$ cat config.mk
export PLATFORM = sky130hd
export DESIGN_NAME = sdram_burst_reader
export DESIGN_NICKNAME = d
export VERILOG_FILES = /design/src/rtl/sdram_burst_reader.sv
export SDC_FILE = /design/constraint.sdc
export NUM_CORES = 1
export LEC_CHECK = 0
export BUFFER_PORTS_ARGS = -buffer_cell sky130_fd_sc_hd__buf_2
export CAP_MARGIN = 20
export CORE_MARGIN = 2
export CORE_UTILIZATION = 45
export CTS_CLUSTER_DIAMETER = 200
export CTS_CLUSTER_SIZE = 24
export DETAILED_ROUTE_END_ITERATION = 10
export MAX_ROUTING_LAYER = met4
export PLACE_DENSITY = 0.68
export SLEW_MARGIN = 10
export SYNTH_ARGS = -nofsm -noshare
export SYNTH_HDL_FRONTEND = slang
export SYNTH_SLANG_ARGS = --single-unit
$ cat constraint.sdc
create_clock -name clk -period 2.65 [get_ports clk]
set_input_delay 0.265 -clock clk [delete_from_list [all_inputs] [get_ports clk]]
set_output_delay 0.265 -clock clk [all_outputs]
set_load 0.005 [all_outputs]
$ cat src/rtl/sdram_burst_reader.sv
module sdram_burst_reader #(
  parameter int ADDR_W         = 12,
  parameter int BANK_W         = 2,
  parameter int DQ_W           = 16,
  parameter int BURST_LEN      = 4,
  parameter int CAS_LAT        = 3,
  parameter int T_RCD          = 3,
  parameter int T_RP           = 2,
  parameter int BURSTS_PER_ROW = 128
)(
  input  logic              clk,
  input  logic              rst_n,
  input  logic              start,
  input  logic [ADDR_W-1:0] first_row,
  input  logic [ADDR_W-1:0] row_count,
  input  logic [BANK_W-1:0] region_bank,
  output logic              rd_req,
  input  logic              rd_grant,
  input  logic              refresh_pending,
  output logic [3:0]        cmd,
  output logic [ADDR_W-1:0] addr,
  output logic [BANK_W-1:0] bank,
  input  logic [DQ_W-1:0]   dq_in,
  output logic              rd_valid,
  output logic [DQ_W-1:0]   rd_data,
  output logic              done
);
  localparam logic [3:0] C_ACT = 4'b0011;
  localparam logic [3:0] C_RD  = 4'b0101;
  localparam logic [3:0] C_PRE = 4'b0010;
  localparam logic [3:0] C_NOP = 4'b0111;
  localparam int BL_SH = $clog2(BURST_LEN);
  localparam int COL_W = (BURSTS_PER_ROW > 1) ? $clog2(BURSTS_PER_ROW) : 1;
  localparam int M1 = (T_RCD > T_RP) ? T_RCD : T_RP;
  localparam int M2 = (BURST_LEN > CAS_LAT + 1) ? BURST_LEN : CAS_LAT + 1;
  localparam int TW = $clog2(((M1 > M2) ? M1 : M2) + 1);
  localparam int BW = $clog2(BURST_LEN) + 1;

  typedef enum logic [2:0] {S_IDLE, S_WAIT, S_OPEN, S_READ, S_DRAIN, S_PREW} st_t;

  st_t               st;
  logic [TW-1:0]     wcnt;
  logic [ADDR_W-1:0] row, rows_left;
  logic [COL_W-1:0]  col;
  logic [BANK_W-1:0] bsel;
  logic [CAS_LAT:0]  issue_sr;
  logic [BW-1:0]     beats;

  wire tz       = (wcnt == '0);
  wire last_col = (col == COL_W'(BURSTS_PER_ROW - 1));
  wire fire_rd  = (st == S_OPEN && tz) ||
                  (st == S_READ && tz && col != '0 && !refresh_pending);

  assign rd_req = (st == S_WAIT);

  always_ff @(posedge clk or negedge rst_n) begin
    if (!rst_n) begin
      st <= S_IDLE; wcnt <= '0; row <= '0; rows_left <= '0; col <= '0; bsel <= '0;
      cmd <= C_NOP; addr <= '0; bank <= '0; done <= 1'b0;
    end else begin
      cmd <= C_NOP; addr <= '0; bank <= '0; done <= 1'b0;
      if (!tz) wcnt <= wcnt - 1'b1;
      case (st)
        S_IDLE: if (start) begin
          row <= first_row; rows_left <= row_count; col <= '0; bsel <= region_bank;
          st <= S_WAIT;
        end
        S_WAIT: if (rd_grant && !refresh_pending) begin
          cmd <= C_ACT; addr <= row; bank <= bsel;
          wcnt <= TW'(T_RCD - 1); st <= S_OPEN;
        end
        S_OPEN: ;
        S_READ: if (tz && !fire_rd) begin
          st <= S_DRAIN; wcnt <= TW'(CAS_LAT);
        end
        S_DRAIN: if (tz) begin
          cmd <= C_PRE; addr <= '0; addr[10] <= 1'b1;
          wcnt <= TW'(T_RP - 1); st <= S_PREW;
        end
        S_PREW: if (tz) begin
          if (rows_left == '0) begin
            done <= 1'b1; st <= S_IDLE;
          end else st <= S_WAIT;
        end
        default: st <= S_IDLE;
      endcase
      if (fire_rd) begin
        cmd <= C_RD; addr <= ADDR_W'(col) << BL_SH; bank <= bsel;
        wcnt <= TW'(BURST_LEN - 1); st <= S_READ;
        if (last_col) begin
          col <= '0; row <= row + ADDR_W'(1); rows_left <= rows_left - ADDR_W'(1);
        end else col <= col + COL_W'(1);
      end
    end
  end

  always_ff @(posedge clk or negedge rst_n) begin
    if (!rst_n) begin
      issue_sr <= '0; beats <= '0; rd_valid <= 1'b0; rd_data <= '0;
    end else begin
      issue_sr <= {issue_sr[CAS_LAT-1:0], fire_rd};
      if (issue_sr[CAS_LAT]) begin
        rd_valid <= 1'b1; rd_data <= dq_in; beats <= BW'(BURST_LEN - 1);
      end else if (beats != '0) begin
        rd_valid <= 1'b1; rd_data <= dq_in; beats <= beats - 1'b1;
      end else rd_valid <= 1'b0;
    end
  end
endmodule


== Yosys cells after proc, flatten, opt, wreduce, memory -nomap -nowiden ==
Index checks and enable logic that the tools add are counted.

* Equality and inequality tests: 12
* Bitwise gates (word level): 0
* Reductions and logical operators: 20
* Divide/modulo/power cells: 0
* Shifts and indexed selects: 0
* $add $sub $neg: 5
* Multiply operators: 0
* Multiplexer cells: 46
* $lt $le $gt $ge: 0

{| class="wikitable"
|+ Operators by type and width
! operator !! number
|-
| 2-to-1 mux 12 bit || 10
|-
| 2-to-1 mux 3 bit || 15
|-
| 2-to-1 mux 16 bit || 2
|-
| 2-to-1 mux 7 bit || 4
|-
| case mux 12 bit (2 select lines) || 1
|-
| case mux 3 bit (6 select lines) || 1
|-
| adder 12 x 1 -> 12 bit, second input constant || 1
|-
| logical NOT 12 bit || 1
|-
| subtractor 12 x 1 -> 12 bit, second input constant || 1
|-
| 2-to-1 mux 11 bit || 1
|-
| inequality test 3 bit, second input constant || 3
|-
| case mux 3 bit (3 select lines) || 1
|-
| case mux 4 bit (2 select lines) || 1
|-
| adder 7 x 1 -> 7 bit, second input constant || 1
|-
| equality test 7 bit, second input constant || 1
|-
| nonzero test 7 bit || 1
|-
| equality test 3 x 2 -> 1 bit, second input constant || 2
|-
| equality test 3 bit, second input constant || 2
|-
| logical AND 1 bit || 6
|-
| logical NOT 3 bit || 2
|-
| 2-to-1 mux 1 bit || 6
|-
| 2-to-1 mux 2 bit || 3
|-
| AND reduction 6 bit || 1
|-
| nonzero test 2 bit || 3
|-
| 10 further kinds || 13
|}

* Register bits after elaboration: 82
* Latch bits: 0
* Memories: 0
* RAM bits: 0
* Input bits: 47
* Word-level logic and storage cells: 97
* ROM bits: 0
* Output and inout bits: 37

== Longest topological paths before layout ==
Gate-level depths: netlist (run 1).

* Depth in word-level cells: 10
* Depth in mapped cells: 8
* Gate-level depth less buffers: 8

== Worst setup path after synthesis (run 1) ==
OpenSTA, ideal clock, no wires.

* Path type: reg2reg
* From: register col[1]
* To: register col[2]
* Clock period less this slack: 1871 ps
* Library setup time: 79 ps
* Stages on the path, launching flop included: 8
* Path buffers: 0
* Slack: 779 ps
* Data arrival time: 1791 ps
* Data required time: 2571 ps
* Cell sequence: dfrtp_1 > inv_1 > ha_1 > or4b_1 > nor3_2 > a21o_2 > mux2_2 > mux2i_1

* Word-level cells in the longest chain between the ends: 6
* Elaborated cells on any way between the ends: 11
* Classes of those cells: add/sub: 1; eq/ne: 1; mux: 2; reduce/logical: 7

{| class="wikitable"
|+ RTL lines
! what !! line !! source
|-
| start, declared || 44 || <nowiki>logic [COL_W-1:0] col;</nowiki>
|-
| start signal, assigned || 92 || <nowiki>end else col <= col + COL_W'(1);</nowiki>
|-
| branches (longest 6 deep; another with adder 7 x 1 -> 7 bit) || n/a ||
|}

Parallel ways; which one is timed is not known.
A chain may end at the register's enable or synchronous reset.

== Final worst setup path (run 1) ==
Ends and elaborated chain as after synthesis.

==> impl_metrics.py, run 1 <==
metrics = {
    "die": {
        "initial_core_util": 0.457,
        "rows": 34,
        "die_h_um": 97.7,
        "io_pins": 84,
        "core_area_mm2": 0.00864,
        "die-area_mm2": 0.00954,
        "die_x_um": 97.7,
    },
    "timing": {
        "period_share": 0.820,
        "relSlewSlack": 0.545,
        "finalMaxSlewViolations": 0,
        "setup_violations": 0,
        "hold_viol": 0,
        "fin_tns_setup_ps": 0,
        "rsz0062_at_grt": "no",
        "max_freq_mhz": 460,
        "fin_ws_ps": 477,
        "skew_ps": 15.7,
        "fin_crit_ps": 2170,
        "tightestPinTransition_ps": 682,
    },
    "synth": {
        "synthSimpleGateAreaFrac": 0.172,
        "synth_fa_ha_area_frac": 0.0310,
        "synth_xor_area_frac": 0.00443,
        "ys_seq_area_frac": 0.514,
        "synth_area_leaders": "dfrtp_1 49%, mux2_2 5.1%, nand2_1 3.4%",
        "async_flop_share": 1.00,
        "synth_common_cells": "78 x dfrtp_1, 36 x nand2_1, 26 x nor2_1",
        "synth-edff-count": 0,
        "muxShareOfSynthArea": 0.0589,
        "synth_top_family_by_area": "simple AND/OR/NAND/NOR gates",
        "synthFlopType": "dfrtp_1",
        "ys_types": 73,
        "synth-compound-area-share": 0.160,
        "synth_top_cell_area_share": 0.494,
        "yosys.area.top_type": "dfrtp_1",
        "netlist_area_mm2": 0.00395,
        "ys_ff_latch": 81,
        "avgSynthCellArea_um2": 10.8,
        "syn-num-nets": 421,
        "synth_warnings": 0,
        "synth_most_common_cell": "dfrtp_1",
        "netlist_instances": 365,
    },
    "critical_path": {
        "crit_fanout": 14,
        "critPathKind": "reg2reg",
        "start_kind": "flop",
        "worstPathRequired_ps": 2920,
        "max_stage_delay_ps": 440,
        "cp-end-kind": "flop",
        "arrival_ps": 2450,
        "crit_chain": "inv_1, ha_1, or4b_1, nor3_2, a21o_2, mux2_2, mux2i_1",
        "cp_slowest_cell": "or4b_1",
    },
    "clock_tree": {
        "clock_path_buffers": 2,
        "cts-hold-fix-buffers": 0,
        "cts_sinks": 81,
        "clk_pin_slew_worst_paths_ps": 80,
        "cts_inserted_buffers": 9,
        "cts_tree": "yes",
        "cts_setup_buffers": 0,
        "insertion_delay_ps": 350,
        "root_buffer": "clkbuf_8",
        "htreeDepth": 3,
        "cts_resized": 0,
    },
    "drt": {
        "routedWlPerCell_um": 15.0,
        "ant_nets": 0,
        "routed_wl_mm": 8.36,
        "via_count": 2993,
        "first_iter_violations": 146,
        "firstDrtPassIters": 4,
        "drc_errors": 0,
        "vias_per_cell": 5.38,
    },
    "pwr": {
        "irDropWorstVdd_mv": 0.380,
        "power.leakage_nw": 2.14,
        "p_per_area_mw_per_mm2": 992,
    },
    "run_status": {
        "status": "finished clean",
    },
    "job": {
        "drv_cap": 0,
    },
    "place": {
        "dpl.hpwl_mm": 5.72,
        "place.gp.congestion": 0.805,
        "pre_cts_ws_ps": 507,
        "io_buffers": 82,
    },
    "global_routing": {
        "grt_max_degree": 82,
        "grt_remaining_overflow": 0,
        "grt_pass1_wl_mm": 14.3,
        "antenna_found_initial": 0,
        "track_usage": 0.190,
        "grt_pass1_vias": 2929,
    },
    "layout": {
        "final_layout_size_suffix_gt1_frac": 0.335,
        "post-route-util": 0.533,
        "layout.nets": 500,
        "diodes": 0,
        "fill_cells": 791,
        "multi_input_area_mm2": 0.00169,
        "final-seq-area_mm2": 0.00203,
        "area_growth_pct": 16.6,
    },
    "worst_hold_path": {
        "holdCritPathClass": "in2reg",
    },
}
## worst max-delay path, delay by kind of cell, from the launching register on
family / cells / cell delay (ps)
AND/OR/NAND/NOR: 2 / 600
multiplexers: 2 / 490
flip-flops: 1 / 410
AO/OA/AOI/OAI: 1 / 320
adder cells (fa/ha/maj): 1 / 150
buffers and inverters: 1 / 120
## state kept, by name, indices dropped and copies added (netlist names)
register   cells
rd_data       16
addr          12
row           12
rows_left     12
col            7
issue_sr       4
beats          3
cmd            3
st             3
wcnt           3
bank           2
bsel           2
done           1
rd_valid       1
## cell type report
| class | count | share of cell area |
|---|---|---|
| timing repair buffer | 87 | 0.101 |
| sequential | 81 | 0.441 |
| inverter | 21 | 0.0171 |
| tap | 108 | 0.0293 |
| multi-input combinational | 244 | 0.366 |
| clock inverter | 3 | 0.0141 |
| clock buffer | 12 | 0.0315 |
## kinds of logic (layout without fill, tap and decap cells)
kind of cell               Yosys count  in the layout
AOI/OAI and AO/OA                   82             82
DFF                                 81             81
and+or+nand+nor                    128            128
xor gates and xnor gates             2              2
muxes                               21             21
adders and majority gates           10             10
buffers and inverters               40            123
other                                1              1
## worst paths after layout
path | startpoint | endpoint | slack [ps] | cells after the start
min in group asynchronous | rst_n | rd_data[0] | 420 | 2
max | col[1] | col[2] | 480 | 7
max in group asynchronous | rst_n | cmd[1] | 1590 | 3
min reg2reg | issue_sr[2] | issue_sr[3] | 350 | 0
min | region_bank[0] | bsel[0] | 110 | 3
max reg2reg | col[1] | col[2] | 480 | 7
## metal layers
metal	vias up	track usage	part of all wire
li1	1454	-	-
met1	1443	0.269	0.49
met2	84	0.277	0.45
met3	12	0.0360	0.049
met4	0	0.0662	0.011
met5	-	-	0
## report_power, final
part	internal, mW	switching [mW]
Sequential	1.66	0.393
Clock	0.551	0.429
Combinational	0.765	0.770
Total	2.98	1.59
## through the flow
stage	hold WS (ps)	std cells	power [mW]	cell area [um^2]
2_1_floorplan	-30.6	365	3.21	3950
3_3_place_gp	333	539	3.54	4370
3_5_place_dp	335	539	3.61	4370
4_1_cts	95.0	554	4.60	4580
5_1_grt	109	556	4.92	4610
6_report	111	556	4.57	4610
## layout by cell type (no fill, tap or decap), drive strengths merged, types with 4 or more instances in the layout
cell	n
buf	86
dfrtp	78
nand2	37
nor2	27
nand3	22
inv	21
mux2	18
a21oi	18
o21ai	16
clkbuf	12
ha	9
o221a	8
o21a	7
nor2b	5
a22o	5
nor3	5
and2	4
o22ai	4
nor4	4
and3	4
(Power assumes the default switching activity.)
==> run 2, diff against run 1 <==
==> constraint.sdc (replaced) <==
create_clock -name clk -period 2.2 [get_ports clk]
set_input_delay 0.22 -clock clk [delete_from_list [all_inputs] [get_ports clk]]
set_output_delay 0.22 -clock clk [all_outputs]
set_load 0.005 [all_outputs]
==> run 2 against run 1 <==
  * Register-to-register slack worse by 340 ps
  * Global-route usage is 0.43 points higher
  * Total power is 23% higher
  * Worst hold slack worse by 45 ps
  * Final area is 2.1% higher
  * Worst setup slack worse by 340 ps
  * Sequential share of layout area is 0.91 points lower
  * Sequential power is 18% higher
  * Clock skew is 5.6 ps lower
  * Clock power is 23% higher
  * Die area stayed put
  * Routed wire length is 3.4% higher
  * Critical endpoint unchanged
  * Highest routed layer unchanged
==> impl_metrics.py, run 2 (same netlist as run 1, synthesis figures left out) <==
metrics = {
    "run_status": {
        "status": "finished clean",
    },
    "layout": {
        "final_layout_size_suffix_gt1_frac": 0.354,
        "final_common_cell": "buf_2",
        "top_register": "rd_data",
        "multi_input_area_mm2": 0.00169,
        "layout.nets": 512,
        "post-route-cell-area_mm2": 0.00470,
        "largest_register_ffs": 16,
        "fill_cells": 775,
        "final_cell_mix": "81 x buf_2, 78 x dfrtp_1, 36 x nand2_1, 26 x nor2_1, 22 x nand3_1",
        "area_growth_pct": 19.1,
        "final-seq-area_mm2": 0.00203,
        "diodes": 0,
    },
    "critical_path": {
        "critPathKind": "reg2reg",
        "crit_fanout": 14,
        "arrival_ps": 2330,
        "path_buf_inv": 1,
        "worstPathRequired_ps": 2470,
        "crit_chain": "inv_1, ha_1, or4b_1, nor3_2, a21o_4, mux2_2, mux2i_1",
        "max_stage_delay_ps": 440,
        "start_kind": "flop",
        "cp_slowest_cell": "or4b_1",
        "cp-end-kind": "flop",
        "critPathTopFamily": "simple AND/OR/NAND/NOR gates",
    },
    "drt": {
        "first_iter_violations": 133,
        "routedWlPerCell_um": 15.2,
        "via_count": 3061,
        "ant_nets": 0,
        "routed_wl_mm": 8.65,
        "drc_errors": 0,
        "firstDrtPassIters": 4,
        "vias_per_cell": 5.38,
    },
    "pwr": {
        "power.leakage_nw": 2.20,
        "p_per_area_mw_per_mm2": 1200,
        "irDropWorstVdd_mv": 0.418,
    },
    "place": {
        "dpl.hpwl_mm": 6.11,
        "io_buffers": 82,
        "place.gp.congestion": 0.817,
        "placed_area_mm2": 0.00446,
        "pre_cts_ws_ps": 74.0,
    },
    "timing": {
        "setup_violations": 0,
        "hold_viol": 0,
        "finalMaxSlewViolations": 0,
        "relSlewSlack": 0.541,
        "period_share": 0.936,
        "fin_tns_setup_ps": 0,
        "fin_ws_ps": 140,
        "rsz0062_at_grt": "no",
        "tightestPinTransition_ps": 688,
        "max_freq_mhz": 486,
        "skew_ps": 10.2,
        "fin_crit_ps": 2060,
    },
    "clock_tree": {
        "cts_inserted_buffers": 9,
        "clock_path_buffers": 2,
        "cts_tree": "yes",
        "clk_pin_slew_worst_paths_ps": 70,
        "cts_sinks": 81,
        "insertion_delay_ps": 350,
        "root_buffer": "clkbuf_8",
        "htreeDepth": 3,
    },
    "worst_hold_path": {
        "holdCritPathClass": "in2reg",
    },
    "die": {
        "io_pins": 84,
        "initial_core_util": 0.457,
        "rows": 34,
        "die_x_um": 97.7,
        "core_area_mm2": 0.00864,
        "die-area_mm2": 0.00954,
        "die_h_um": 97.7,
    },
    "global_routing": {
        "grt_remaining_overflow": 0,
        "grt_pass1_vias": 2931,
        "grt_max_degree": 55,
        "grt_pass1_wl_mm": 14.4,
        "antenna_found_initial": 0,
        "track_usage": 0.195,
    },
    "job": {
        "drv_cap": 0,
    },
}
run 2: worst min-delay path, delay by kind of cell:
family | cells | cell delay, ps
buffers and inverters | 1 | 80
AND/OR/NAND/NOR | 2 | 80
run 2: final cells by class:
cell class,instances,share of cell area
multi-input cells,244,0.360
clock inverters,3,0.0138
repair buffers,99,0.115
inverters,21,0.0168
well taps,108,0.0287
clock buffers,13,0.0338
flip-flops and latches,81,0.432
run 2: report_power, final:
group / switching [mW] / internal, mW / leakage (nW)
sequential: 0.411 / 2.00 / 0.986
combinational: 1.03 / 0.986 / 1.10
clock: 0.512 / 0.701 / 0.114
run 2: per-stage QoR:
stage	utilization	power, mW	hold slack [ps]	cells
finish	0.545	5.64	65.7	569
global route	0.545	6.07	69.4	569
CTS	0.544	5.66	57.3	569
detailed placement	0.517	4.44	314	552
global placement	0.517	4.35	312	552
floorplan	-	3.87	-75.6	365
run 2: timing repair:
action,CTS,global route
buffers inserted,0,0
resized for setup,0,1
endpoints found under the hold margin,48,0
setup endpoints to repair,0,4
hold buffers,1,0
run 2: routing by layer:
layer  track usage  routed length (um)
met1         0.278                4140
met2         0.282                3970
met3        0.0302                 474
met4        0.0726                  65
met5             -                   0
run 2: path summary, 6_finish.rpt:
kind / cells past startpoint / from / slack (ps) / to
max in group asynchronous: 3 / rst_n / 1100 / row[9]
min: 3 / region_bank[0] / 70 / bsel[0]
max: 7 / col[1] / 140 / col[2]
min reg2reg: 0 / issue_sr[2] / 350 / issue_sr[3]
max reg2reg: 7 / col[1] / 140 / col[2]
min in group asynchronous: 2 / rst_n / 440 / rd_data[1]
==> run 3, diff against run 2 <==
--- a/config.mk
+++ b/config.mk
@@ -8,12 +8,12 @@
 export BUFFER_PORTS_ARGS = -buffer_cell sky130_fd_sc_hd__buf_2
 export CAP_MARGIN = 20
 export CORE_MARGIN = 2
-export CORE_UTILIZATION = 45
+export CORE_UTILIZATION = 54
 export CTS_CLUSTER_DIAMETER = 200
 export CTS_CLUSTER_SIZE = 24
 export DETAILED_ROUTE_END_ITERATION = 10
 export MAX_ROUTING_LAYER = met4
-export PLACE_DENSITY = 0.68
+export PLACE_DENSITY = 0.79
 export SLEW_MARGIN = 10
 export SYNTH_ARGS = -nofsm -noshare
 export SYNTH_HDL_FRONTEND = slang
==> run 3 against run 2 <==
  * Critical path depth is the same
  * Total power shrank 2.4%
  * Final area shrank 0.13%
  * Utilization grew 11 points
  * Clock skew grew 0.96 ps
  * Die area shrank 16%
  * Cell count shrank 1.4%
  * Non-clock buffer count grew 1
  * Combinational power shrank 2%
  * Count of clock-buffer cells in the layout shrank 2
==> impl_metrics.py, run 3 (same netlist as run 1, synthesis figures left out) <==
metrics = {
    "drt": {
        "vias_per_cell": 5.52,
        "ant_nets": 0,
        "routed_wl_mm": 8.29,
        "drc_errors": 0,
        "routedWlPerCell_um": 14.8,
        "first_iter_violations": 194,
        "via_count": 3095,
        "firstDrtPassIters": 4,
    },
    "job": {
        "drv_cap": 0,
    },
    "critical_path": {
        "critPathTopFamily": "simple AND/OR/NAND/NOR gates",
        "r2r-start": "col[1]",
        "max_stage_delay_ps": 450,
        "path_buf_inv": 1,
        "crit_chain": "inv_1, ha_1, or4b_1, nor3_2, a21o_4, mux2_2, mux2i_1",
        "cp-end-kind": "flop",
        "crit_fanout": 11,
        "worstPathRequired_ps": 2480,
        "r2r_slack_ps": 100,
        "start_kind": "flop",
        "arrival_ps": 2380,
        "cp_slowest_cell": "or4b_1",
        "cp.depth": 7,
        "rr_endpoint": "col[2]",
        "critPathKind": "reg2reg",
        "ff2ff_path_depth": 7,
    },
    "worst_hold_path": {
        "hold_depth": 3,
        "holdPathEnd": "bsel[1]",
        "holdCritPathClass": "in2reg",
        "min_from": "region_bank[1]",
    },
    "clock_tree": {
        "cts_tree": "yes",
        "clock_path_buffers": 2,
        "insertion_delay_ps": 350,
        "clk_pin_slew_worst_paths_ps": 80,
        "cts_inserted_buffers": 9,
        "root_buffer": "clkbuf_8",
        "cts_sinks": 81,
        "htreeDepth": 3,
    },
    "place": {
        "placed_area_mm2": 0.00446,
        "place.gp.congestion": 0.841,
        "dpl.hpwl_mm": 5.77,
        "dp_cells": 540,
        "io_buffers": 82,
    },
    "global_routing": {
        "busiest_layer": "met2",
        "track_usage": 0.224,
        "grtUsageMet3": 0.0471,
        "grt_use_met1": 0.290,
        "met2_usage": 0.337,
        "grt_remaining_overflow": 0,
        "antenna_found_initial": 0,
        "grt_max_degree": 47,
        "grt_pass1_wl_mm": 13.2,
        "grt_pass1_vias": 2850,
    },
    "timing": {
        "setup_violations": 0,
        "fin_tns_setup_ps": 0,
        "max_freq_mhz": 477,
        "rsz0062_at_grt": "no",
        "finalMaxSlewViolations": 0,
        "period_share": 0.954,
        "skew_ps": 11.1,
        "hold_viol": 0,
        "whs_ps": 64.2,
        "fin_crit_ps": 2100,
    },
    "layout": {
        "stdcell_count": 561,
        "final_common_cell": "buf_2",
        "layout.nets": 513,
        "area_growth_pct": 18.9,
        "post-route-cell-area_mm2": 0.00470,
        "top_register": "rd_data",
        "post-route-util": 0.655,
        "final_cell_mix": "81 x buf_2, 78 x dfrtp_1, 36 x nand2_1, 26 x nor2_1, 22 x nand3_1",
        "largest_register_ffs": 16,
        "diodes": 0,
        "final_layout_size_suffix_gt1_frac": 0.357,
    },
    "pwr": {
        "power.leakage_nw": 2.19,
        "p_per_area_mw_per_mm2": 1170,
        "irDropWorstVdd_mv": 0.579,
    },
    "die": {
        "die_h_um": 89.5,
        "initial_core_util": 0.550,
        "core_area_mm2": 0.00718,
        "io_pins": 84,
        "rows": 31,
        "die-area_mm2": 0.00801,
        "die_x_um": 89.5,
    },
    "run_status": {
        "status": "finished clean",
    },
}
## run 3: cell count changes in the layout (fill, tap and decap cells not counted)
cell / before / now
buf_12: 0 / 2
buf_4: 17 / 16
bufinv_16: 2 / 1
clkbuf_1: 2 / 1
clkbuf_8: 11 / 10
clkinv_2: 1 / 2
clkinvlp_4: 0 / 2
## run 3: routing by layer
metal,up-vias,part of all wire
met3,17,0.063
met1,1484,0.45
met4,0,0.030
met2,108,0.46
met5,-,0
li1,1486,-
## run 3: repair_timing
item / CTS / global route
setup buffers: 0 / 4
setup endpoints to repair: 0 / 6
resized for setup: 0 / 1
endpoints found under the hold margin: 33 / 0
hold buffers: 1 / 0
## run 3: where the power goes
part	leakage, nW	internal (mW)	switching [mW]	total (mW)
Sequential	0.986	2.00	0.458	2.46
Combinational	1.11	0.992	0.981	1.97
Clock	0.0953	0.551	0.518	1.07
Total	2.19	3.55	1.96	5.50
## run 3: worst max path at each step
stage / startpoint / endpoint / slack (ps)
floorplan: col[1] / col[2] / 330
global placement: col[1] / col[2] / 180
global route: col[1] / col[2] / 10
CTS: col[1] / col[2] / 30
detailed placement: col[1] / col[2] / 50
finish: col[1] / col[2] / 100
## run 3: worst min-delay path: cells and delay by family
family,cells,cell delay [ps]
buf+inv,1,70
simple gates,2,80
## run 3: per-stage QoR
step	total power, mW	setup WS, ps
global route	5.91	13.4
global placement	4.31	176
finish	5.50	102
detailed placement	4.41	46.1
CTS	5.50	25.6
floorplan	3.87	329
## run 3: final cells by class
cell class | count | area (um^2)
clock inverter | 5 | 55.1
clock buffer | 11 | 141
fill | 561 | 2480
tap | 99 | 124
timing repair buffer | 100 | 576
sequential | 81 | 2030
inverter | 21 | 78.8
multi-input combinational | 244 | 1690
